--- config.mk ---
export PLATFORM = sky130hd
export DESIGN_NAME = rst_hub
export DESIGN_NICKNAME = d
export VERILOG_FILES = /design/src/rtl/rst_hub_pkg.sv /design/src/rtl/rst_gate.sv /design/src/rtl/rst_stretch.sv /design/src/rtl/rst_persist.sv /design/src/rtl/rst_hub.sv
export SDC_FILE = /design/constraint.sdc
export NUM_CORES = 1
export LEC_CHECK = 0
export BUFFER_PORTS_ARGS = -buffer_cell sky130_fd_sc_hd__buf_4
export CAP_MARGIN = 20
export CORE_MARGIN = 8
export CORE_UTILIZATION = 34
export DETAILED_ROUTE_END_ITERATION = 8
export PLACE_DENSITY = 0.66
export SLEW_MARGIN = 20
export SYNTH_ARGS = -nofsm -noshare
export SYNTH_HDL_FRONTEND = slang
export SYNTH_SLANG_ARGS = --single-unit
--- constraint.sdc ---
create_clock -name clk -period 1.5 [get_ports clk]
set_clock_uncertainty 0.05 [all_clocks]
set_input_delay 0 -clock clk [delete_from_list [all_inputs] [get_ports clk]]
set_output_delay 0 -clock clk [all_outputs]
set_load 0.02 [all_outputs]
--- src/rtl/rst_hub_pkg.sv ---
package rst_hub_pkg;

    typedef enum logic [1:0] {
        MODE_ACTIVE  = 2'd0,
        MODE_STANDBY = 2'd1,
        MODE_SLEEP   = 2'd2,
        MODE_RSVD    = 2'd3
    } op_mode_e;

    typedef enum logic [2:0] {
        SRC_PIN    = 3'd0,
        SRC_WDOG   = 3'd1,
        SRC_SLPCNT = 3'd2,
        SRC_WAKE   = 3'd3,
        SRC_SLEEP  = 3'd4
    } src_id_e;

    localparam int NSRC = 5;

    typedef struct packed {
        logic sleep_entry;
        logic wake;
        logic slpcnt;
        logic wdog;
        logic pin;
    } src_vec_t;

    // Mode table: which warm sources may act in which operating mode.
    function automatic logic mode_allows(input src_id_e id, input op_mode_e m);
        logic ok;
        case (id)
            SRC_PIN,
            SRC_WDOG:   ok = (m == MODE_ACTIVE) || (m == MODE_STANDBY);
            SRC_SLPCNT: ok = (m == MODE_ACTIVE);
            SRC_WAKE:   ok = (m == MODE_SLEEP);
            SRC_SLEEP:  ok = 1'b1;
            default:    ok = 1'b0;
        endcase
        return ok;
    endfunction

    // Sources that need no software enable.
    function automatic logic always_enabled(input src_id_e id);
        return id == SRC_SLEEP;
    endfunction

endpackage

--- src/rtl/rst_gate.sv ---
module rst_gate
    import rst_hub_pkg::*;
(
    input  src_vec_t raw,
    input  src_vec_t en,
    input  op_mode_e mode,
    output src_vec_t qual,
    output logic     req_any
);
    logic [NSRC-1:0] raw_v;
    logic [NSRC-1:0] en_v;
    logic [NSRC-1:0] qual_v;

    assign raw_v = raw;
    assign en_v  = en;

    for (genvar i = 0; i < NSRC; i++) begin : g_src
        localparam src_id_e ID = src_id_e'(i);
        logic en_ok;
        if (always_enabled(ID)) begin : g_free
            assign en_ok = 1'b1;
        end else begin : g_sw
            assign en_ok = en_v[i];
        end
        assign qual_v[i] = raw_v[i] & en_ok & mode_allows(ID, mode);
    end

    assign qual    = qual_v;
    assign req_any = |qual_v;
endmodule

--- src/rtl/rst_stretch.sv ---
module rst_stretch #(
    parameter int STRETCH = 16
) (
    input  logic clk,
    input  logic por,
    input  logic req,
    output logic sys_rst,
    output logic cpu_rst,
    output logic cold_rst
);
    localparam int CW = $clog2(STRETCH + 1);
    localparam logic [CW-1:0] LOAD = CW'(STRETCH);
    localparam logic [CW-1:0] ONE  = CW'(1);

    logic [CW-1:0] cnt_q;
    logic          cold_q;

    always_ff @(posedge clk) begin
        if (por) begin
            cnt_q  <= LOAD;
            cold_q <= 1'b1;
        end else if (req) begin
            cnt_q  <= LOAD;
        end else if (cnt_q != '0) begin
            cnt_q  <= cnt_q - ONE;
            if (cnt_q == ONE) cold_q <= 1'b0;
        end
    end

    assign sys_rst  = (cnt_q != '0);
    assign cpu_rst  = sys_rst;
    assign cold_rst = cold_q & sys_rst;
endmodule

--- src/rtl/rst_persist.sv ---
module rst_persist #(
    parameter int PW = 8
) (
    input  logic          clk,
    input  logic          por,
    input  logic          sys_rst,
    input  logic          flag_clr,
    input  logic          we,
    input  logic [PW-1:0] wdata,
    input  logic          slp_set,
    input  logic          slp_clr,
    output logic          por_flag,
    output logic [PW-1:0] bits_q,
    output logic          slp_en
);
    always_ff @(posedge clk) begin
        if (por) begin
            bits_q <= '0;
            slp_en <= 1'b0;
        end else if (!sys_rst) begin
            if (we) bits_q <= wdata;
            if (slp_clr)      slp_en <= 1'b0;
            else if (slp_set) slp_en <= 1'b1;
        end
    end

    always_ff @(posedge clk) begin
        if (por)           por_flag <= 1'b1;
        else if (flag_clr) por_flag <= 1'b0;
    end
endmodule

--- src/rtl/rst_hub.sv ---
module rst_hub
    import rst_hub_pkg::*;
#(
    parameter int STRETCH = 16,
    parameter int PW      = 8
) (
    input  logic          clk,
    input  logic          pwr_on_rst,
    input  logic [1:0]    op_mode,
    input  logic          pin_evt,
    input  logic          pin_en,
    input  logic          wdog_evt,
    input  logic          wdog_en,
    input  logic          slpcnt_evt,
    input  logic          slpcnt_en,
    input  logic          wake_evt,
    input  logic          wake_en,
    input  logic          sleep_entry_evt,
    input  logic          por_flag_clr,
    input  logic          persist_we,
    input  logic [PW-1:0] persist_wdata,
    input  logic          sleep_en_set,
    input  logic          sleep_en_clr,
    output logic          sys_rst,
    output logic          cpu_rst,
    output logic          cold_rst,
    output logic          por_flag,
    output logic [PW-1:0] persist_q,
    output logic          sleep_en
);
    src_vec_t raw, en, qual;
    logic     req_any;

    always_comb begin
        raw.pin         = pin_evt;
        raw.wdog        = wdog_evt;
        raw.slpcnt      = slpcnt_evt;
        raw.wake        = wake_evt;
        raw.sleep_entry = sleep_entry_evt;
        en.pin          = pin_en;
        en.wdog         = wdog_en;
        en.slpcnt       = slpcnt_en;
        en.wake         = wake_en;
        en.sleep_entry  = 1'b1;
    end

    rst_gate u_gate (
        .raw     (raw),
        .en      (en),
        .mode    (op_mode_e'(op_mode)),
        .qual    (qual),
        .req_any (req_any)
    );

    rst_stretch #(.STRETCH(STRETCH)) u_stretch (
        .clk      (clk),
        .por      (pwr_on_rst),
        .req      (req_any),
        .sys_rst  (sys_rst),
        .cpu_rst  (cpu_rst),
        .cold_rst (cold_rst)
    );

    rst_persist #(.PW(PW)) u_persist (
        .clk      (clk),
        .por      (pwr_on_rst),
        .sys_rst  (sys_rst),
        .flag_clr (por_flag_clr),
        .we       (persist_we),
        .wdata    (persist_wdata),
        .slp_set  (sleep_en_set),
        .slp_clr  (sleep_en_clr),
        .por_flag (por_flag),
        .bits_q   (persist_q),
        .slp_en   (sleep_en)
    );
endmodule

# After elaboration in Yosys (flattened, before gate mapping)
# Index checks and enable logic that the tools add are counted.
[classes] n_addsub=1 n_eq_ne=3 n_reduce_logical=9 bitwise=11 mux=2
[op_table] op="$and 1x1->1" n=9
[op_table] op="$reduce_or 6->1" n=1
[op_table] op="$eq 5x1->1 const B" n=1
[op_table] op="$reduce_bool 5->1" n=1
[op_table] op="$reduce_or 5->1" n=1
[op_table] op="$sub 5x1->5 const B" n=1
[op_table] op="$reduce_and 2->1" n=2
[op_table] op="$reduce_and 3->1" n=1
[op_table] op="$eq 2x1->1 const B" n=1
[op_table] op="$eq 2x2->1 const B" n=1
[op_table] op="$logic_not 2->1" n=1
[op_table] op="$mux 1" n=2
[op_table] op="$not 1->1" n=2
[op_table] op="$reduce_bool 2->1" n=1
[op_table] op="$logic_or 1x1->1" n=1
[word_totals] regBits=16 input_bits=25 wordCells=31 output_inout_bits=13

# Logic depth before layout (Yosys ltp)
[logic_depth] ltp_word=6 ltp_mapped=7

# Modules after synthesis
# From an unflattened synthesis, not the netlist that was laid out.
[hier_totals] hier_cells=85 area_unflattened_um2=818.3
[modules_own_cells] module="rst_persist" area_per_inst_um2=457.9 seq_area_each_um2=200.2 cells_per_inst=43 n_inst=1
[modules_own_cells] module="rst_stretch" area_per_inst_um2=299.0 seq_area_each_um2=120.1 cells_per_inst=31 n_inst=1
[modules_own_cells] module="rst_gate" area_per_inst_um2=57.6 seq_area_each_um2=0.0 cells_per_inst=10 n_inst=1
[modules_own_cells] module="rst_hub" area_per_inst_um2=3.8 seq_area_each_um2=0.0 cells_per_inst=1 n_inst=1

# Least setup slack after synthesis
# No wires, ideal clock.
[synth_path] path_kind="register to register" from="register u_stretch.cnt_q[0]" to="register u_persist.bits_q[0]" slack_ps=-54 arrival_time_ps=1372 stages_incl_launch_ff=8 setup_time_ps=132 cell_sequence="dfxtp_1 > inv_1 > ha_1 > nor4b_4 > inv_2 > buf_2 > o21ai_0 > a21oi_1"
[synth_between] elab_chain_len=3
[synth_lines] element="start, declared" line_no="rst_stretch.sv:15" text="logic [CW-1:0] cnt_q;"
[synth_lines] element="start signal, assigned" line_no="rst_stretch.sv:25" text="cnt_q <= cnt_q - ONE;"
[synth_lines] element="$reduce_bool 5->1" line_no="rst_stretch.sv:30" text="assign sys_rst = (cnt_q != '0);"
[synth_lines] element="via cpu_rst" line_no="rst_hub.sv:25" text="output logic cpu_rst,"
[synth_lines] element="$not 1->1 (no source line)"
[synth_lines] element="$reduce_and 2->1 (no source line)"
[synth_lines] element="end signal, assigned" line_no="rst_persist.sv:21" text="if (we) bits_q <= wdata;"
[synth_lines] element="end, declared" line_no="rst_persist.sv:13" text="output logic [PW-1:0] bits_q,"
# The timed path passes the listed nets, and every way through them passes these cells.
# A chain may end at the register's enable or synchronous reset.

# Worst setup path after layout
[layout_path] from="register u_stretch.cnt_q[0]" to="output cold_rst"
[layout_between] elab_chain_len=2
[layout_lines] element="$reduce_bool 5->1" line_no="rst_stretch.sv:30"
[layout_lines] element="$and 1x1->1" line_no="rst_stretch.sv:32" text="assign cold_rst = cold_q & sys_rst;"
[layout_lines] element="end, declared" line_no="rst_hub.sv:26" text="output logic cold_rst,"
# Every way passes these cells.

==> results.json <==
{
  "status": "finished clean",
  "slowest_delay_ns": 0.34,
  "placed_cells": 140,
  "cp_data_arrival_time_ns": 1.42,
  "layout.nets": 167,
  "critPathLaunch": "u_stretch.cnt_q[0]$_SDFFE_PP0N_",
  "p_seq_share_pct": 45.3,
  "ys_warn_count": 0,
  "numPortBuffers": 37,
  "grt_pass1_vias": 782,
  "final_cells": 165,
  "fin_util_pct": 64.90,
  "dp_hpwl_mm": 1.545,
  "drtIter0Drc": 30,
  "first_pass_iters": 4,
  "synth_cell_type_count": 27,
  "cp.required_ns": 1.45,
  "critPathCaptureType": "output pin",
  "clockBufferDepth": 2,
  "synth_mux_area_share_pct": 0,
  "relSlewSlack_pct": 39.55,
  "detail-route-antenna-nets": 0,
  "io_pins": 38,
  "maxClockFrequency_mhz": 682.0,
  "avgSynthCellArea_um2": 9.071,
  "p_per_area_mw_per_mm2": 792.1,
  "setup_slack_ns": 0.03380,
  "root_buffer": "clkbuf_4",
  "grt_max_degree": 14,
  "dieHeight_um": 62.20,
  "worst_hold_slack_ns": 0.1290,
  "synth_seq_cells": 16,
  "viasPerCell": 4.776,
  "synth_cells": 80,
  "period_share_pct": 97.75,
  "p_sw_uw": 270.6,
  "syn_to_final_growth_pct": 77.24,
  "maxCapViolCount": 0,
  "place.gp.congestion": 0.8507,
  "route.detailed.drc": 0,
  "worstPathMaxFanout": 4,
  "min_period_ns": 1.466,
  "cts_tree": "yes",
  "synth_top_family_by_area": "compound AO/OA/AOI/OAI gates",
  "p_sw_share_pct": 26.56,
  "hold_viol_final": 0,
  "synth_xor_area_share_pct": 3.621,
  "seq_area_frac_synth_pct": 44.14,
  "drive_above_1_share_pct": 42.75,
  "fin_tns_setup_ns": 0,
  "synth_compound_area_share_pct": 21.21,
  "rows": 16,
  "slew_violations": 0,
  "antennaDiodeCount": 0,
  "dieArea_mm2": 0.003869,
  "num_vias": 788,
  "clkPwrFrac_pct": 28.2,
  "synth_fp_nets": 108,
  "vdd_drop_max_mv": 0.5250,
  "synthSimpleGateAreaFrac_pct": 19.48,
  "setup_viol": 0,
  "min-delay-path-class": "in -> reg",
  "track_usage_pct": 11.22,
  "crit_chain": "inv_2 > ha_4 > nor4b_4 > inv_2 > and2_4 > buf_6",
  "htreeDepth": 1,
  "post-place-ws_ns": -0.04342,
  "crit_top_cell": "inv_2",
  "tightest_slew_ns": 0.8973,
  "intPower_uw": 748.2,
  "wire_per_inst_um": 13.82,
  "syn_area_um2": 725.7,
  "initial_utilization_pct": 36.62,
  "p_comb_share_pct": 26.5,
  "cts_sinks": 16,
  "antenna_found_initial": 0,
  "grt_pass1_wl_mm": 3.705,
  "wl_mm": 2.280,
  "core_area_mm2": 0.001982,
  "critPathKind": "reg -> out",
  "startpoint_type": "register",
  "clkTransAtPathRegs_ns": 0.09,
  "hp-start": "op_mode[0]",
  "reg2reg_from": "u_stretch.cnt_q[0]$_SDFFE_PP0N_",
  "rsz0062_at_grt": "yes",
  "clk_latency_ns": 0.29,
  "grt_overflow": 0,
  "cts_made_buffers": 3,
  "p_leak_nw": 0.5521,
  "die_w_um": 62.20,
  "slowest_stage": "dfxtp_2",
  "synth_adder_area_share_pct": 5.172
}
## stage by stage
stage | total power [mW] | cell area [µm²]
after detailed placement | 0.6675 | 1020
after CTS | 1.008 | 1251
after floorplan | 0.5839 | 734.5
final | 1.019 | 1286
after global placement | 0.6630 | 1020
after global routing | 1.079 | 1286
## cells in the mapped netlist, drive strengths merged
| cell | count | area, µm² |
|---|---|---|
| o21ai | 9 | 45.04 |
| nor4 | 2 | 12.51 |
| inv | 5 | 18.76 |
| ha | 3 | 37.54 |
| a2111o | 1 | 11.26 |
| a21oi | 10 | 50.05 |
| nand3b | 1 | 7.510 |
| nor4b | 1 | 23.77 |
| nand3 | 9 | 45.04 |
| dfxtp | 16 | 320.3 |
| and2 | 1 | 6.260 |
| clkbuf | 2 | 7.510 |
| and3 | 1 | 6.260 |
| a211oi | 1 | 7.510 |
| a21o | 1 | 7.510 |
| nor3 | 2 | 10.01 |
| o32a | 1 | 10.01 |
| nor2 | 4 | 15.01 |
| a2111oi | 1 | 15.01 |
| xnor2 | 3 | 26.28 |
| nand2 | 1 | 3.750 |
| nand4bb | 1 | 11.26 |
| buf | 3 | 20.01 |
| a22oi | 1 | 7.510 |
## cells by family (layout without fill, tap and decap cells)
logic type	Yosys count	after routing
AOI/OAI and AO/OA	25	25
xor gates and xnor gates	3	3
adders and majority gates	3	3
buffers and inverters	10	68
DFF	16	16
and+or+nand+nor	23	23
## area by class of cell
| class | instances | area [µm²] |
|---|---|---|
| Clock buffer | 4 | 36.28 |
| Fill cell | 150 | 695.7 |
| Tap cell | 27 | 33.78 |
| Sequential cell | 16 | 322.8 |
| Timing Repair Buffer | 59 | 488.0 |
| Multi-Input combinational cell | 54 | 386.6 |
| Inverter | 5 | 18.77 |
## layer usage
layer / up-vias / GRT usage [%] / wire [µm]
li1: 404 / - / -
met1: 350 / 12.33 / 942
met4: 0 / 4.373 / 33
met3: 4 / 3.405 / 126
met5: - / 0 / 0
met2: 30 / 19.53 / 1177
## cell usage in the layout, fill, tap and decap left out, types with 2 or more instances in the layout
cell / synthesis / layout
a21oi_1: 10 / 10
buf_4: 2 / 41
buf_6: 0 / 4
clkbuf_4: 0 / 3
dfxtp_1: 16 / 14
dfxtp_2: 0 / 2
dlygate4sd3_1: 0 / 13
ha_1: 3 / 2
inv_1: 4 / 2
inv_2: 1 / 3
nand3_1: 9 / 9
nor2_1: 4 / 4
nor3_1: 2 / 2
nor4_1: 2 / 2
o21ai_0: 8 / 8
xnor2_1: 3 / 3
## registers in the layout, summed over array words and instances, names as in the netlist
name	flops
u_persist.por_flag	1
u_stretch.cold_q	1
u_stretch.cnt_q	5
u_persist.bits_q	8
u_persist.slp_en	1
## what timing repair did
item,CTS,global route
pin swaps,1,3
endpoints found under the setup margin,6,5
gates resized for setup,6,4
gates cloned,0,1
hold buffers,13,0
setup buffers,6,1
endpoints found under the hold margin,11,0
## worst paths after layout
path                                                   endpoint  slack, ns  cells past startpoint
worst max-delay path                                   cold_rst       0.03                      6
worst min-delay path            u_stretch.cnt_q[0]$_SDFFE_PP0N_       0.13                      3
worst max register to register  u_stretch.cnt_q[4]$_SDFFE_PP1N_       0.05                      5
worst min register to register  u_persist.por_flag$_SDFFE_PP1P_       0.42                      1
## critical path: cells and delay by family (launching register included)
| kind | cells | cell delay (ns) |
|---|---|---|
| buffers and inverters | 3 | 0.29 |
| adders and majority gates | 1 | 0.14 |
| and+or+nand+nor | 2 | 0.36 |
| DFF | 1 | 0.34 |
## power groups by stage
stage	clock network, mW	logic (mW)	registers [mW]
3_5_place_dp	0	0.197	0.471
4_1_cts	0.297	0.251	0.461
3_3_place_gp	0	0.193	0.470
2_1_floorplan	0	0.106	0.478
5_1_grt	0.323	0.292	0.464
6_report	0.287	0.270	0.462
Power figures use the tool's default switching activity.
